File: config.mk
export PLATFORM = sky130hd
export DESIGN_NAME = vic_ctrl
export DESIGN_NICKNAME = d
export VERILOG_FILES = /design/src/rtl/vic_pkg.sv /design/src/rtl/vic_prio.sv /design/src/rtl/vic_vtable.sv /design/src/rtl/vic_pulse.sv /design/src/rtl/vic_ctrl.sv
export SDC_FILE = /design/constraint.sdc
export NUM_CORES = 2
export LEC_CHECK = 0
export CORE_MARGIN = 2
export CORE_UTILIZATION = 40
export DETAILED_ROUTE_END_ITERATION = 8
export DONT_BUFFER_PORTS = 1
export PLACE_DENSITY = 0.62
export REMOVE_ABC_BUFFERS = 1
export SLEW_MARGIN = 20
export SYNTH_ARGS = -nofsm -noshare
export SYNTH_HDL_FRONTEND = slang
export SYNTH_SLANG_ARGS = --single-unit
File: constraint.sdc
create_clock -name clk -period 7.6 [get_ports clk]
set_input_delay 0.76 -clock clk [delete_from_list [all_inputs] [get_ports clk]]
set_output_delay 0.76 -clock clk [all_outputs]
set_load 0.05 [all_outputs]
File: src/rtl/vic_pkg.sv
package vic_pkg;
  // Word offsets (byte offset / 4) of the register file.
  localparam int W_CTRL = 0;
  localparam int W_RAW  = 1;
  localparam int W_ENS  = 2;
  localparam int W_ENC  = 3;
  localparam int W_ENR  = 4;
  localparam int W_VEC  = 5;
  localparam int W_SWI  = 6;
  localparam int W_EOI  = 7;
  localparam int W_TAB  = 32;
  // Control word layout.
  localparam int C_EN   = 0;
  localparam int C_INV  = 1;
  localparam int C_EDGE = 2;
  localparam int C_LEN  = 8;
endpackage

File: src/rtl/vic_prio.sv
module vic_prio #(
  parameter int N     = 32,
  localparam int IW   = $clog2(N)
) (
  input  logic [N-1:0]  req,
  output logic          any,
  output logic [IW-1:0] idx
);
  always_comb begin
    any = 1'b0;
    idx = '0;
    for (int i = N - 1; i >= 0; i--) begin
      if (req[i]) begin
        any = 1'b1;
        idx = IW'(i);
      end
    end
  end
endmodule

File: src/rtl/vic_vtable.sv
module vic_vtable #(
  parameter int N   = 32,
  parameter int DW  = 32,
  localparam int IW = $clog2(N)
) (
  input  logic          clk,
  input  logic          we,
  input  logic [IW-1:0] widx,
  input  logic [DW-1:0] wdata,
  input  logic [IW-1:0] ridx_a,
  output logic [DW-1:0] rdata_a,
  input  logic [IW-1:0] ridx_b,
  output logic [DW-1:0] rdata_b
);
  logic [DW-1:0] mem [N];

  always_ff @(posedge clk) begin
    if (we) mem[widx] <= wdata;
  end

  assign rdata_a = mem[ridx_a];
  assign rdata_b = mem[ridx_b];
endmodule

File: src/rtl/vic_pulse.sv
module vic_pulse #(
  parameter int LW = 16
) (
  input  logic          clk,
  input  logic          rst_n,
  input  logic          lvl,
  input  logic [LW-1:0] len,
  output logic          active
);
  logic          lvl_q;
  logic [LW-1:0] cnt_q, cnt_d;
  logic          rise;

  assign rise = lvl & ~lvl_q;

  always_comb begin
    cnt_d = cnt_q;
    if (rise)              cnt_d = (len == '0) ? '0 : len - LW'(1);
    else if (cnt_q != '0)  cnt_d = cnt_q - LW'(1);
  end

  always_ff @(posedge clk or negedge rst_n) begin
    if (!rst_n) begin
      lvl_q <= 1'b0;
      cnt_q <= '0;
    end else begin
      lvl_q <= lvl;
      cnt_q <= cnt_d;
    end
  end

  assign active = (rise & (len != '0)) | (cnt_q != '0);
endmodule

File: src/rtl/vic_ctrl.sv
module vic_ctrl #(
  parameter int N_LINES = 32,
  parameter int LEN_W   = 16,
  parameter int ADDR_W  = 8,
  localparam int DW     = 32,
  localparam int IW     = $clog2(N_LINES),
  localparam int WW     = ADDR_W - 2
) (
  input  logic              clk,
  input  logic              rst_n,
  input  logic [N_LINES-1:0] irq_in,
  input  logic [ADDR_W-1:0] bus_addr,
  input  logic              bus_wr,
  input  logic [DW-1:0]     bus_wdata,
  output logic [DW-1:0]     bus_rdata,
  output logic              irq_o
);
  import vic_pkg::*;

  // Reset: asserted asynchronously, released on the clock.
  logic [1:0] rst_sync;
  logic       rst_int_n;
  always_ff @(posedge clk or negedge rst_n) begin
    if (!rst_n) rst_sync <= 2'b00;
    else        rst_sync <= {rst_sync[0], 1'b1};
  end
  assign rst_int_n = rst_sync[1];

  // Address decode.
  logic [WW-1:0] word, tab_off;
  logic          tab_hit;
  logic [IW-1:0] tab_idx;
  assign word    = bus_addr[ADDR_W-1:2];
  assign tab_off = word - WW'(W_TAB);
  assign tab_hit = (word >= WW'(W_TAB)) && (tab_off < WW'(N_LINES));
  assign tab_idx = tab_off[IW-1:0];

  logic wr_ctrl, wr_ens, wr_enc, wr_swi, wr_eoi, wr_tab;
  assign wr_ctrl = bus_wr && (word == WW'(W_CTRL));
  assign wr_ens  = bus_wr && (word == WW'(W_ENS));
  assign wr_enc  = bus_wr && (word == WW'(W_ENC));
  assign wr_swi  = bus_wr && (word == WW'(W_SWI));
  assign wr_eoi  = bus_wr && (word == WW'(W_EOI));
  assign wr_tab  = bus_wr && tab_hit;

  // State.
  logic               ctrl_en, ctrl_inv, ctrl_edge;
  logic [LEN_W-1:0]   ctrl_len;
  logic [N_LINES-1:0] en_q, en_d;
  logic               swi_q, swi_d;
  logic               busy_q, busy_d;
  logic [IW-1:0]      cur_q, cur_d;

  logic [N_LINES-1:0] pend, cand;
  logic               found;
  logic [IW-1:0]      sel_idx;

  assign pend = irq_in | {{(N_LINES-1){1'b0}}, swi_q};
  assign cand = pend & en_q;

  vic_prio #(.N(N_LINES)) u_prio (
    .req (cand),
    .any (found),
    .idx (sel_idx)
  );

  // Next state.
  always_comb begin
    en_d   = en_q;
    swi_d  = swi_q;
    busy_d = busy_q;
    cur_d  = cur_q;
    if (wr_ens) en_d = en_q | bus_wdata[N_LINES-1:0];
    if (wr_enc) en_d = en_q & ~bus_wdata[N_LINES-1:0];
    if (wr_swi) swi_d = 1'b1;
    else if (busy_q && wr_eoi && (cur_q == '0)) swi_d = 1'b0;
    if (busy_q) begin
      if (wr_eoi) busy_d = 1'b0;
    end else if (ctrl_en && found) begin
      busy_d = 1'b1;
      cur_d  = sel_idx;
    end
  end

  always_ff @(posedge clk or negedge rst_int_n) begin
    if (!rst_int_n) begin
      ctrl_en   <= 1'b0;
      ctrl_inv  <= 1'b0;
      ctrl_edge <= 1'b0;
      ctrl_len  <= '0;
    end else if (wr_ctrl) begin
      ctrl_en   <= bus_wdata[C_EN];
      ctrl_inv  <= bus_wdata[C_INV];
      ctrl_edge <= bus_wdata[C_EDGE];
      ctrl_len  <= bus_wdata[C_LEN +: LEN_W];
    end
  end

  always_ff @(posedge clk or negedge rst_int_n) begin
    if (!rst_int_n) begin
      en_q   <= '0;
      swi_q  <= 1'b0;
      busy_q <= 1'b0;
      cur_q  <= '0;
    end else begin
      en_q   <= en_d;
      swi_q  <= swi_d;
      busy_q <= busy_d;
      cur_q  <= cur_d;
    end
  end

  // Vector table.
  logic [DW-1:0] tab_rd, vec_rd;
  vic_vtable #(.N(N_LINES), .DW(DW)) u_tab (
    .clk     (clk),
    .we      (wr_tab),
    .widx    (tab_idx),
    .wdata   (bus_wdata),
    .ridx_a  (tab_idx),
    .rdata_a (tab_rd),
    .ridx_b  (cur_q),
    .rdata_b (vec_rd)
  );

  // Output shaping.
  logic pulse_act, act;
  vic_pulse #(.LW(LEN_W)) u_pulse (
    .clk    (clk),
    .rst_n  (rst_int_n),
    .lvl    (busy_q),
    .len    (ctrl_len),
    .active (pulse_act)
  );

  assign act   = ctrl_en & (ctrl_edge ? pulse_act : busy_q);
  assign irq_o = act ^ ctrl_inv;

  // Read mux.
  always_comb begin
    bus_rdata = '0;
    if (tab_hit) begin
      bus_rdata = tab_rd;
    end else begin
      case (word)
        WW'(W_CTRL): begin
          bus_rdata[C_EN]             = ctrl_en;
          bus_rdata[C_INV]            = ctrl_inv;
          bus_rdata[C_EDGE]           = ctrl_edge;
          bus_rdata[C_LEN +: LEN_W]   = ctrl_len;
        end
        WW'(W_RAW): bus_rdata = DW'(pend);
        WW'(W_ENR): bus_rdata = DW'(en_q);
        WW'(W_VEC): bus_rdata = busy_q ? vec_rd : '0;
        default:    bus_rdata = '0;
      endcase
    end
  end
endmodule

==> insert_results.sql <==
INSERT INTO impl_metrics (metric_group, metric, value, unit) VALUES
('outcome', 'status', 'finished, final reports clean', ''),
('synth', 'most_common_flop_cell_mapped_by_yosys', 'edfxtp_1', ''),
('critical_path', 'setup.worst_path.start_class', 'flop', ''),
('placement', 'post_place_setup_slack', '2.690', 'ns'),
('critical_path', 'cell_family_with_most_cp_delay', 'simple AND/OR/NAND/NOR gates', ''),
('grt', 'grt_overflow_total', '0', ''),
('route', 'wl_per_cell', '35.85', 'um'),
('route', 'viasPerCell', '6.760', ''),
('critical_path', 'timing.critical_path.cells', 'buf_4 > nor2_2 > a22oi_1 > a21oi_1 > o221ai_1 > nand3_1 > or4_1', ''),
('power_and_ir_drop', 'powerDensity', '283.2', 'nW/um^2'),
('placement', 'dpl.hpwl', '92770', 'um'),
('layout', 'layout.filler_cells', '10680', ''),
('die', 'top_level_ports', '108', ''),
('timing', 'finalSetupViolations', '0', ''),
('die', 'core', '127500', 'um^2'),
('layout', 'drive_gt1_frac', '0.3014', ''),
('route', 'drt_pre_antenna_iters', '6', ''),
('layout', 'register_area', '32690', 'um^2'),
('grt', 'wire_length_of_the_first_global_routing_pass', '228200', 'um'),
('cts', 'post_cts_buffers', '0', ''),
('placement', 'place.gp.congestion', '0.8806', ''),
('critical_path', 'critical_path_required', '6.84', 'ns'),
('critical_path', 'worst-setup-path-type', 'flop to output pin', ''),
('cts', 'cts_tree', 'yes', ''),
('job', 'drv.max_cap_violation_count', '0', ''),
('synth', 'synthDistinctLibCells', '71', ''),
('synth', 'postSynthAreaPerCell', '18.68', 'um^2'),
('die', 'die_h', '362.4', 'um'),
('power_and_ir_drop', 'p_leak', '17.73', 'nW'),
('synth', 'leading_post_synthesis_cells_by_cell_area', 'edfxtp_1 (60%), mux4_2 (22%), dfrtp_1 (3.8%)', ''),
('grt', 'grt_pass1_vias', '31130', ''),
('grt', 'grt_max_degree', '299', ''),
('power_and_ir_drop', 'total_chip_power', '16.20', 'mW'),
('route', 'vias_after_detailed_routing', '30440', ''),
('synth', 'ys_ff_latch', '1101', ''),
('route', 'antenna_violating_nets_post_route', '0', ''),
('die', 'starting_density_of_the_core', '0.4029', ''),
('layout', 'multiInputGateArea', '17970', 'um^2'),
('timing', 'maxSlewHeadroom', '0.2480', ''),
('die', 'core.rowCount', '131', ''),
('critical_path', 'timing.critical_path.arrival', '4.59', 'ns'),
('cts', 'h-tree-depth', '3', ''),
('timing', 'hold_viol', '0', ''),
('synth', 'synthesis.instances', '2750', ''),
('critical_path', 'path_buf_inv', '1', ''),
('timing', 'final_period_minus_worst_setup_slack', '5.352', 'ns'),
('synth', 'synth-async-reset-ratio', '0.06994', ''),
('synth', 'synth.cell_area', '51380', 'um^2'),
('synth', 'synth.most_common_cell', 'edfxtp_1', ''),
('critical_path', 'timing.critical_path.fanout_max', '42', ''),
('synth', 'yosysWarningCount', '0', ''),
('cts', 'worst_setup_hold_path_clk_slew', '0.06', 'ns'),
('timing', 'maxSlewViolCount', '0', ''),
('cts', 'clock-sinks', '1101', ''),
('die', 'design.die.area', '131300', 'um^2'),
('placement', 'buffer_ports.inserted', '0', ''),
('timing', 'worst_slack', '2.248', 'ns'),
('die', 'die_w', '362.4', 'um'),
('hold_path', 'min-delay-path-class', 'input port to flop', ''),
('layout', 'post-route-util', '0.4487', ''),
('power_and_ir_drop', 'vdd_drop_max', '0.0002126', 'V'),
('grt', 'globalRouteTotalUtil', '0.2433', ''),
('cts', 'cts_hold_repair.buffers', '1', ''),
('route', 'postRouteWirelength', '161400', 'um'),
('route', 'detail_route.drc_violations', '0', ''),
('synth', 'synth-seq-area-share', '0.6360', ''),
('synth', 'yosys.area.top_type', 'edfxtp_1', ''),
('cts', 'ctsLongestPathBuffers', '3', ''),
('route', 'drt_iter0_drc', '3930', ''),
('timing', 'setup_repair_after_global_routing_missed_its_margin', 'no', ''),
('critical_path', 'slowest_stage', 'dfrtp_4', '');
-- cell families (layout without fill, tap and decap cells) --
family | Yosys count | count (layout) | synth area share
fa+ha+maj | 2 | 2 | 0.0004870
compound gates | 451 | 451 | 0.06314
buf+inv | 231 | 311 | 0.02092
other cells | 1 | 12 | 0.00007298
flops | 1101 | 1101 | 0.6360
mux | 610 | 610 | 0.2422
xor+xnor | 23 | 23 | 0.003921
simple gates | 331 | 331 | 0.03329
-- final timing paths --
kind,start,endpoint,slack (ns),depth (start not counted)
max in group asynchronous,rst_sync[1],cur_q[1],6.06,1
setup / recovery,cur_q[0],bus_rdata[13],2.25,7
hold / removal,bus_wdata[3],u_tab.mem[25][3],0.13,0
setup reg to reg,cur_q[0],swi_q,4.72,5
hold reg to reg,rst_sync[1],asynchronous set/reset pin,0.15,0
min in group asynchronous,rst_sync[1],asynchronous set/reset pin,0.15,0
-- metrics by stage --
step / std cells / setup TNS [ns] / hold WS [ns] / instance area (um^2)
4_1_cts: 4492 / 0 / 0.1117 / 57190
6_report: 4503 / 0 / 0.1334 / 57220
5_1_grt: 4492 / 0 / 0.1177 / 57190
3_5_place_dp: 4272 / 0 / 0.1420 / 53410
3_3_place_gp: 4272 / 0 / 0.1385 / 53370
2_1_floorplan: 2539 / -75.38 / 0.3312 / 50380
-- cell usage in the layout (no fill, tap or decap), types with 26 or more instances in the layout --
cell / netlist / final
a211oi_1: 39 / 39
a22oi_1: 87 / 87
mux2_2: 37 / 37
mux2i_1: 71 / 71
a21oi_1: 83 / 83
clkbuf_16: 0 / 121
a222oi_1: 26 / 26
a221oi_1: 29 / 29
clkbuf_1: 76 / 27
dfrtp_1: 77 / 72
edfxtp_1: 1024 / 1024
a31oi_1: 33 / 33
o22ai_1: 36 / 36
mux4_2: 499 / 499
nor3_1: 48 / 35
a22o_1: 32 / 32
nor2_1: 71 / 47
nand2_1: 73 / 72
buf_4: 16 / 64
-- state kept, by name, indices dropped and copies added (netlist names), named ones only --
signal,count
ctrl_inv,1
rst_sync,2
swi_q,1
cur_q,5
ctrl_len,16
u_tab.mem,1024
busy_q,1
u_pulse.cnt_q,16
ctrl_en,1
ctrl_edge,1
u_pulse.lvl_q,1
-- area by class of cell --
cell class / count / share of cell area
Sequential cell: 1101 / 0.5714
Multi-Input combinational cell: 1418 / 0.3141
Clock buffer: 158 / 0.05710
Tap cell: 1662 / 0.03634
Timing Repair Buffer: 72 / 0.01056
Clock inverter: 61 / 0.008747
Inverter: 20 / 0.001312
Antenna cell: 11 / 0.0004811
-- worst reg2reg max path, stage by stage (launching register included) --
cell and delay, ns:
dfrtp_4 0.85, buf_4 0.58, nor2_2 0.89, nand4_1 0.16
o21ai_0 0.16, o21ai_0 0.10
-- per-layer routing --
layer,global-route usage,wire (um),vias to the layer above
li1,-,-,11930
met1,0.3118,59120,16250
met2,0.3870,76640,1885
met3,0.08066,19530,368
met4,0.08795,6081,10
met5,0,61,-
-- power by group --
part / internal (mW) / switching (mW)
Sequential: 6.77 / 0.365
Combinational: 1.68 / 1.76
Clock: 3.21 / 2.41
No activity file was read; power rests on OpenSTA's default activity.
